$ cat src/rtl/blkwr_pkg.sv
package blkwr_pkg;

  typedef enum logic [2:0] {
    CMD_NOP = 3'd0,
    CMD_ACT = 3'd1,
    CMD_WR  = 3'd2,
    CMD_PRE = 3'd3,
    CMD_MRS = 3'd4
  } cmd_e;

  typedef struct packed {
    logic loadColour;
    logic loadMask;
    logic doWrite;
    logic doBlock;
    logic useMask;
  } strobe_t;

endpackage

$ cat src/rtl/blkwr_ctrl.sv
module blkwr_ctrl
  import blkwr_pkg::*;
#(
  parameter int NUM_BANKS = 2,
  parameter int BANK_W    = 1
) (
  input  logic              clk,
  input  logic              rstN,
  input  logic [2:0]        cmd,
  input  logic              specialFn,
  input  logic [BANK_W-1:0] bank,
  input  logic              preAllSel,
  input  logic              colourSel,
  input  logic              maskSel,
  input  logic              busBusy,
  output strobe_t           strb,
  output logic              smrsErr,
  output logic              ruleErr
);

  cmd_e cmdE;
  assign cmdE = cmd_e'(cmd);

  logic [NUM_BANKS-1:0] wpbQ;
  logic [NUM_BANKS-1:0] recentBwQ;
  logic [NUM_BANKS-1:0] preHit;
  logic [NUM_BANKS-1:0] bankHit;
  logic isSmrs;
  logic bothSel;
  logic smrsOk;
  logic ruleHit;

  always_comb begin
    isSmrs  = (cmdE == CMD_MRS) && specialFn;
    bothSel = colourSel && maskSel;
    smrsOk  = isSmrs && !busBusy && !bothSel;
    strb.loadColour = smrsOk && colourSel;
    strb.loadMask   = smrsOk && maskSel;
    strb.doWrite    = (cmdE == CMD_WR);
    strb.doBlock    = (cmdE == CMD_WR) && specialFn;
    strb.useMask    = wpbQ[bank];
  end

  for (genvar b = 0; b < NUM_BANKS; b++) begin : g_hit
    assign bankHit[b] = (bank == BANK_W'(b));
    assign preHit[b]  = (cmdE == CMD_PRE) && (preAllSel || bankHit[b]);
  end

  assign ruleHit = |(preHit & recentBwQ);

  always_ff @(posedge clk or negedge rstN) begin
    if (!rstN) begin
      wpbQ      <= '0;
      recentBwQ <= '0;
      smrsErr   <= 1'b0;
      ruleErr   <= 1'b0;
    end else begin
      for (int b = 0; b < NUM_BANKS; b++) begin
        if ((cmdE == CMD_ACT) && bankHit[b]) wpbQ[b] <= specialFn;
        else if (preHit[b])                  wpbQ[b] <= 1'b0;
        recentBwQ[b] <= strb.doBlock && bankHit[b];
      end
      smrsErr <= isSmrs && (busBusy || bothSel);
      ruleErr <= ruleHit;
    end
  end

  // a rejected load is only ever reported for a graphics register load
  a_r7_err_source: assert property (@(posedge clk) disable iff (!rstN)
    smrsErr |-> $past((cmdE == CMD_MRS) && specialFn));

  // a rule error always follows a precharge command
  a_r9_rule_source: assert property (@(posedge clk) disable iff (!rstN)
    ruleErr |-> $past(cmdE == CMD_PRE));

  // bank 0 enters write-per-bit mode only through a graphics activate
  a_r3_mode_from_act: assert property (@(posedge clk) disable iff (!rstN)
    $rose(wpbQ[0]) |-> $past((cmdE == CMD_ACT) && specialFn && (bank == '0)));

endmodule

$ cat src/rtl/blkwr_datapath.sv
module blkwr_datapath
  import blkwr_pkg::*;
#(
  parameter int DATA_W = 64,
  parameter int LANE_W = 8,
  parameter int BANK_W = 1,
  parameter int COL_W  = 8
) (
  input  logic                             clk,
  input  logic                             rstN,
  input  strobe_t                          strb,
  input  logic [BANK_W-1:0]                bank,
  input  logic [COL_W-1:0]                 colAddr,
  input  logic [DATA_W-1:0]                dataIn,
  input  logic [DATA_W/LANE_W-1:0]         laneMask,
  output logic                             wrValid,
  output logic                             wrBlock,
  output logic [BANK_W-1:0]                wrBank,
  output logic [COL_W-1:0]                 wrCol,
  output logic [DATA_W-1:0]                wrData,
  output logic [LANE_W*DATA_W/LANE_W-1:0]  wrColLaneEn,
  output logic [DATA_W-1:0]                wrBitEn,
  output logic [DATA_W-1:0]                colourQ,
  output logic [DATA_W-1:0]                maskQ
);

  localparam int LANES      = DATA_W / LANE_W;
  localparam int BLOCK_COLS = LANE_W;
  localparam int CE_W       = BLOCK_COLS * LANES;
  localparam int BLK_SEL_W  = $clog2(BLOCK_COLS);

  logic [CE_W-1:0]   blkEn;
  logic [CE_W-1:0]   normEn;
  logic [DATA_W-1:0] bitEnNext;
  logic [COL_W-1:0]  colNext;

  // Lane bit c steers lane L of the colour word into column offset c
  for (genvar c = 0; c < BLOCK_COLS; c++) begin : g_col
    for (genvar l = 0; l < LANES; l++) begin : g_lane
      assign blkEn[c*LANES + l] = dataIn[l*LANE_W + c] & ~laneMask[l];
    end
  end

  assign normEn    = {{(CE_W-LANES){1'b0}}, ~laneMask};
  assign bitEnNext = strb.useMask ? maskQ : {DATA_W{1'b1}};
  assign colNext   = strb.doBlock ? {colAddr[COL_W-1:BLK_SEL_W], {BLK_SEL_W{1'b0}}}
                                  : colAddr;

  always_ff @(posedge clk or negedge rstN) begin
    if (!rstN) begin
      colourQ <= '0;
      maskQ   <= '0;
    end else begin
      if (strb.loadColour) colourQ <= dataIn;
      if (strb.loadMask)   maskQ   <= dataIn;
    end
  end

  always_ff @(posedge clk or negedge rstN) begin
    if (!rstN) begin
      wrValid     <= 1'b0;
      wrBlock     <= 1'b0;
      wrBank      <= '0;
      wrCol       <= '0;
      wrData      <= '0;
      wrColLaneEn <= '0;
      wrBitEn     <= '0;
    end else if (strb.doWrite) begin
      wrValid     <= 1'b1;
      wrBlock     <= strb.doBlock;
      wrBank      <= bank;
      wrCol       <= colNext;
      wrData      <= strb.doBlock ? colourQ : dataIn;
      wrColLaneEn <= strb.doBlock ? blkEn : normEn;
      wrBitEn     <= bitEnNext;
    end else begin
      wrValid     <= 1'b0;
      wrBlock     <= 1'b0;
      wrBank      <= '0;
      wrCol       <= '0;
      wrData      <= '0;
      wrColLaneEn <= '0;
      wrBitEn     <= '0;
    end
  end

  // block descriptors always name an aligned column group
  a_r5_block_aligned: assert property (@(posedge clk) disable iff (!rstN)
    (wrValid && wrBlock) |-> (wrCol[BLK_SEL_W-1:0] == '0));

  // an accepted colour load is visible in the following cycle
  a_r6_colour_load: assert property (@(posedge clk) disable iff (!rstN)
    strb.loadColour |=> (colourQ == $past(dataIn)));

  // an accepted mask load is visible in the following cycle
  a_r6_mask_load: assert property (@(posedge clk) disable iff (!rstN)
    strb.loadMask |=> (maskQ == $past(dataIn)));

  // plain writes use only the first column slot
  a_r2_plain_slot: assert property (@(posedge clk) disable iff (!rstN)
    (wrValid && !wrBlock) |-> (wrColLaneEn[CE_W-1:LANES] == '0));

endmodule

$ cat src/rtl/blkwr_expand.sv
module blkwr_expand
  import blkwr_pkg::*;
#(
  parameter int DATA_W          = 64,
  parameter int LANE_W          = 8,
  parameter int NUM_BANKS       = 2,
  parameter int COL_W           = 8,
  parameter int ADDR_W          = 9,
  parameter int COLOUR_SEL_BIT  = 6,
  parameter int MASK_SEL_BIT    = 5,
  parameter int PRE_ALL_BIT     = 8,
  localparam int LANES          = DATA_W / LANE_W,
  localparam int CE_W           = LANE_W * LANES,
  localparam int BANK_W         = (NUM_BANKS > 1) ? $clog2(NUM_BANKS) : 1
) (
  input  logic              clk,
  input  logic              rstN,
  input  logic [2:0]        cmd,
  input  logic              specialFn,
  input  logic [BANK_W-1:0] bank,
  input  logic [ADDR_W-1:0] addrIn,
  input  logic [DATA_W-1:0] dataIn,
  input  logic [LANES-1:0]  laneMask,
  input  logic              busBusy,
  output logic              wrValid,
  output logic              wrBlock,
  output logic [BANK_W-1:0] wrBank,
  output logic [COL_W-1:0]  wrCol,
  output logic [DATA_W-1:0] wrData,
  output logic [CE_W-1:0]   wrColLaneEn,
  output logic [DATA_W-1:0] wrBitEn,
  output logic              smrsErr,
  output logic              ruleErr
);

  strobe_t           strb;
  logic [DATA_W-1:0] colourQ;
  logic [DATA_W-1:0] maskQ;

  blkwr_ctrl #(
    .NUM_BANKS (NUM_BANKS),
    .BANK_W    (BANK_W)
  ) u_ctrl (
    .clk       (clk),
    .rstN      (rstN),
    .cmd       (cmd),
    .specialFn (specialFn),
    .bank      (bank),
    .preAllSel (addrIn[PRE_ALL_BIT]),
    .colourSel (addrIn[COLOUR_SEL_BIT]),
    .maskSel   (addrIn[MASK_SEL_BIT]),
    .busBusy   (busBusy),
    .strb      (strb),
    .smrsErr   (smrsErr),
    .ruleErr   (ruleErr)
  );

  blkwr_datapath #(
    .DATA_W (DATA_W),
    .LANE_W (LANE_W),
    .BANK_W (BANK_W),
    .COL_W  (COL_W)
  ) u_dp (
    .clk         (clk),
    .rstN        (rstN),
    .strb        (strb),
    .bank        (bank),
    .colAddr     (addrIn[COL_W-1:0]),
    .dataIn      (dataIn),
    .laneMask    (laneMask),
    .wrValid     (wrValid),
    .wrBlock     (wrBlock),
    .wrBank      (wrBank),
    .wrCol       (wrCol),
    .wrData      (wrData),
    .wrColLaneEn (wrColLaneEn),
    .wrBitEn     (wrBitEn),
    .colourQ     (colourQ),
    .maskQ       (maskQ)
  );

  // every write command yields a descriptor one cycle later
  a_r1_write_valid: assert property (@(posedge clk) disable iff (!rstN)
    (cmd == CMD_WR) |=> wrValid);

  // no descriptor without a write command
  a_r1_idle_quiet: assert property (@(posedge clk) disable iff (!rstN)
    (cmd != CMD_WR) |=> !wrValid);

  // a plain mode-register load leaves the graphics registers alone
  a_r8_plain_load_keeps: assert property (@(posedge clk) disable iff (!rstN)
    ((cmd == CMD_MRS) && !specialFn) |=> ($stable(colourQ) && $stable(maskQ)));

endmodule

$ cat config.mk
export PLATFORM = sky130hd
export DESIGN_NAME = blkwr_expand
export DESIGN_NICKNAME = d
export VERILOG_FILES = /design/src/rtl/blkwr_pkg.sv /design/src/rtl/blkwr_ctrl.sv /design/src/rtl/blkwr_datapath.sv /design/src/rtl/blkwr_expand.sv
export SDC_FILE = /design/constraint.sdc
export NUM_CORES = 1
export LEC_CHECK = 0
export BUFFER_PORTS_ARGS = -buffer_cell sky130_fd_sc_hd__buf_2
export CORE_ASPECT_RATIO = 0.9
export CORE_MARGIN = 5
export CORE_UTILIZATION = 50
export CTS_BUF_LIST = sky130_fd_sc_hd__clkbuf_8
export CTS_CLUSTER_SIZE = 20
export DETAILED_ROUTE_END_ITERATION = 10
export GPL_TIMING_DRIVEN = 0
export PLACE_DENSITY = 0.8
export SLEW_MARGIN = 20
export SYNTH_ARGS = -nofsm -noshare
export SYNTH_HDL_FRONTEND = slang
export SYNTH_SLANG_ARGS = --single-unit
export TNS_END_PERCENT = 20
$ cat constraint.sdc
create_clock -name clk -period 1.9 [get_ports clk]
set_clock_uncertainty 0.05 [all_clocks]
set_input_delay 0.38 -clock clk [delete_from_list [all_inputs] [get_ports clk]]
set_output_delay 0.38 -clock clk [all_outputs]
set_load 0.03 [all_outputs]
Word-level counts from Yosys, hierarchy flattened:

Index checks and enable logic that the tools add are counted.

* bits in registers: 337
* bits of input ports: 89
* output and inout port bits: 205
* logic and storage cells: 133

* $lt $le $gt $ge: 1
* equal/unequal tests: 4
* multiplexer cells: 17
* bitwise gates (word level): 75
* reductions and logical operators: 22

Operators with widths (count)
* 64-bit two-way mux: 6
* 1-bit AND: 64
* 1-bit logical AND: 14
* 1-bit two-way mux: 9
* 1-bit NOT: 9
* 8-bit two-way mux: 1
* 8-bit NOT: 1
* 3-bit by 2-bit == test with 1-bit output (second input constant): 2
* 2-bit nonzero test: 2
* 3-bit by 1-bit == test with 1-bit output (second input constant): 1
* 3-bit == test (second input constant): 1
* 1-bit logical OR: 3
* 3-bit two-way mux: 1
* 2-bit AND: 1
* 1-bit logical NOT: 2
* 1-bit by 2-bit < comparator with 1-bit output (second input constant): 1
* 2-bit OR reduction: 1

Depth between registers and ports, before layout:

* word-level depth: 5
* depth in mapped cells: 6
* depth with buffers taken out: 3

Cells and area by module:

A second synthesis with hierarchy kept.

* cell total of the unflattened synthesis: 953
* area total of the unflattened synthesis: 12567.1 µm²

By module, submodules not included
* blkwr_datapath: instances 1, cells each 923, area an instance 12238.0 µm², seq. area each 8282.9 µm²
* blkwr_ctrl: instances 1, cells each 30, area an instance 329.1 µm², seq. area each 150.1 µm²

Least setup slack after synthesis:

Ideal clock, no wire load.

* kind: input-to-reg
* start point: in specialFn
* end point: reg u_dp.colourQ[10]
* arrival time: 1.712 ns
* data required time: 1.725 ns
* path slack: 0.013 ns
* stages on the path: 6
* buffers on the path: 3
* cells stage by stage: buf_4 > nand4bb_4 > or4b_4 > buf_6 > buf_12 > mux2_4

* longest elaborated chain between the ends: 4

RTL lines
* start, declared: RTL line blkwr_expand.sv:19 `input logic specialFn,`
* 1-bit logical AND: RTL line blkwr_ctrl.sv:34 `isSmrs = (cmdE == CMD_MRS) && specialFn;`
* 1-bit logical AND (2 in a row): RTL line blkwr_ctrl.sv:36 `smrsOk = isSmrs && !busBusy && !bothSel;`
* 1-bit logical AND: RTL line blkwr_ctrl.sv:37 `strb.loadColour = smrsOk && colourSel;`
* end signal, assigned: RTL line blkwr_datapath.sv:54 `if (strb.loadColour) colourQ <= dataIn;`
* end, declared: RTL line blkwr_datapath.sv:23 `output logic [DATA_W-1:0] colourQ,`

Every way passes these cells.
A chain may end at the register's enable or synchronous reset.

Worst setup path in the final report:

* start point: in specialFn
* end point: reg u_dp.wrData[46]

* longest elaborated chain between the ends: 3

RTL lines
* 1-bit logical AND: RTL line blkwr_ctrl.sv:40 `strb.doBlock = (cmdE == CMD_WR) && specialFn;`
* 64-bit two-way mux: RTL line blkwr_datapath.sv:73 `wrData <= strb.doBlock ? colourQ : dataIn;`
* 64-bit two-way mux: RTL line blkwr_datapath.sv:68 `end else if (strb.doWrite) begin`
* end signal, assigned: RTL line blkwr_datapath.sv:73
* end, declared: RTL line blkwr_datapath.sv:20 `output logic [DATA_W-1:0] wrData,`

Every way passes these cells.

==> results.ini <==
[placement]
dpl-instance-area_mm2=0.01480
gp_congestion=0.7933
dp_cells=1521
portBuffers=291
dp_hpwl_mm=20.78
post-place-ws_ps=-571.9

[critical_path]
worstSetupEndpointType=register
cpLargestDelayFamily=buffers and inverters
path_cells=buf_4 > clkbuf_1 > clkbuf_1 > mux2i_1 > nor2_1
r2r_setup_slack_ps=260
timing.rr.start=u_ctrl.wpbQ[0]
worst-path-stages=5
rr_endpoint=u_dp.wrBitEn[50]
crit_path_frequent_cell=clkbuf_1
crit_arrival_ps=2250
cp_max_fo=10
crit_slowest_cell=clkbuf_1
worstRegToRegCells=5
cp_num_buf_inv=3
cp-endpoint=u_dp.wrData[46]
crit_type=in2reg
cp-start-kind=input pin
startpoint=specialFn
required_ps=2270
cpPeakStageDelay_ps=680

[route]
vias=8030
drc=0
dr.pass1.iters=6
finalWirelength_mm=30.70
drtAntennaViolNets=0
first_iter_violations=358
avgViaCountPerCell=4.873
wl_per_cell_um=18.63

[cts]
tritoncts=done
clock_sinks=337
post_cts_buffers=0
clockBufferDepth=3
clock_latency_ps=560
h-tree-depth=2
cts-root-buf=clkbuf_8
cts_buffers=54
clkTransAtPathRegs_ps=60

[logic_synthesis]
ys_seq_area_share_pct=65.87
yosys_warnings=0
yosysTopAreaCellShare_pct=65.87
synth_area_per_cell_um2=14.48
postSynthCellCount=884
synth_area_mm2=0.01280
synth.distinct_cells=27
synth_top_area_cell=dfrtp_1
synth_fp_nets=973
ys_top_cells_by_count=337 x dfrtp_1, 202 x nor2_1, 120 x mux2_4
synthFlopType=dfrtp_1
ys_seq_elements=337
synthTopCellsByArea=dfrtp_1 66%, mux2_4 14%, nor2_1 5.9%
post-synth-top-count-cell=dfrtp_1
async_reset_ff_share_pct=100.0
synth_edf_count=0

[die]
start_util_pct=50.83
dieWidth_um=178.7
core_mm2=0.02519
dieArea_mm2=0.02891
top_level_ports=294
dieHeight_um=161.8
fp-row-count=55

[timing]
slew_violations=0
setup_viol=0
fmax_mhz=529.7
fin_crit_sh_pct=99.36
worst_pin_slew_ps=1066
layout_min_cycle_time_ps=1888
rsz0062_at_grt=true
finalHoldViolations=0
max_slew_margin_pct=28.91
setup_slack_ps=12.22

[final_layout]
nFillCells=1845
final_area_mm2=0.01624
drive_gt1_share_pct=39.65
syn2layout_area_growth_pct=26.81
multi_input_area_mm2=0.003985
nets=1353
final_cell_count_no_fill=1648
seqCellArea_mm2=0.008433

[global_routing]
grt_pass1_wl_mm=48.18
grtUsageTotal_pct=21.21
grt_max_degree=99
antenna_found_initial=3
grt_overflow=0
grt_pass1_vias=8670

[power_and_ir_drop]
ir_drop_mv=0.8102
total_power_uw=16100
leakage_uw=0.009339
powerDensity_mw_per_mm2=991.6

[worst_hold_path]
hp-class=in2reg
hold_depth=2

[run_status]
status=complete, no violations

[run]
maxCapViolations=0

-- how the worst min path moves through the flow --
stage / from / endpoint / slack (ps)
finish: dataIn[13] / u_dp.wrColLaneEn[41] / 40
global route: dataIn[38] / u_dp.wrColLaneEn[52] / 4
CTS: dataIn[18] / u_dp.wrColLaneEn[18] / 0.3
detailed placement: rstN / u_dp.wrBitEn[6] / 300
global placement: u_dp.colourQ[1] / u_dp.colourQ[1] / 420
floorplan: rstN / u_ctrl.recentBwQ[0] / 30
-- area by class of cell --
type	instances	area share [%]
antenna	2	0.03083
timing repair buffer	324	11.40
clock buffer	68	5.764
inverter	2	0.04624
multi-input combinational	498	24.55
clock inverter	28	1.218
buffer	47	2.420
tap	342	2.636
sequential	337	51.94
-- cell families after synthesis --
family,share of synthesized area (%)
muxes,19.86
and+or+nand+nor,10.92
DFF,65.87
AOI/OAI and AO/OA,0.2541
buffers and inverters,3.108
-- timing repair --
| action | in CTS | in global routing |
|---|---|---|
| hold buffers | 29 | 0 |
| endpoints found under the setup margin | 0 | 25 |
| hold endpoints to repair | 87 | 0 |
| resized for setup | 0 | 6 |
-- per-layer routing --
layer,GRT usage (%),vias to the layer above,wire length (um)
met2,34.45,273,14740
li1,-,3662,-
met1,28.45,4039,13070
met4,5.790,2,573
met5,0,-,13
met3,5.748,54,2307
-- registers in the layout (all words and copies together), names as in the netlist --
name	flops
u_dp.colourQ	64
u_dp.maskQ	64
u_dp.wrBitEn	64
u_dp.wrColLaneEn	64
u_dp.wrData	64
u_dp.wrCol	8
u_ctrl.recentBwQ	2
u_ctrl.wpbQ	2
u_ctrl.ruleErr	1
u_ctrl.smrsErr	1
u_dp.wrBank	1
u_dp.wrBlock	1
u_dp.wrValid	1
-- power by group --
part / total (uW) / internal, uW / switching, uW / leakage [uW]
clock network: 6370 / 3620 / 2750 / 0.000654
registers: 7910 / 7660 / 252 / 0.00457
logic: 1820 / 853 / 965 / 0.00411
-- cells in the final DEF (no fill, tap or decap), types with 3 or more instances in the layout --
cell,n
dfrtp_1,337
buf_2,290
nor2_1,202
mux2_4,120
clkbuf_8,68
mux2i_1,64
and2_1,62
dlygate4sd3_1,29
clkbuf_1,24
inv_1,17
buf_12,12
nor3_1,10
nor2b_1,8
mux2_1,8
clkinv_2,7
buf_1,6
nor3b_1,3
nand2b_1,3
a21oi_1,3
buf_6,3
nand2_1,3
bufinv_16,3
buf_16,3
-- through the flow --
step,TNS [ps],hold slack (ps),util [%]
6_report,0,40.63,64.46
5_1_grt,-73.25,3.586,64.46
4_1_cts,0,0.3072,64.40
3_5_place_dp,-92950,302.3,58.74
3_3_place_gp,-2037530,424.4,58.32
2_1_floorplan,0,34.41,-
No activity file was read; power rests on OpenSTA's default activity.
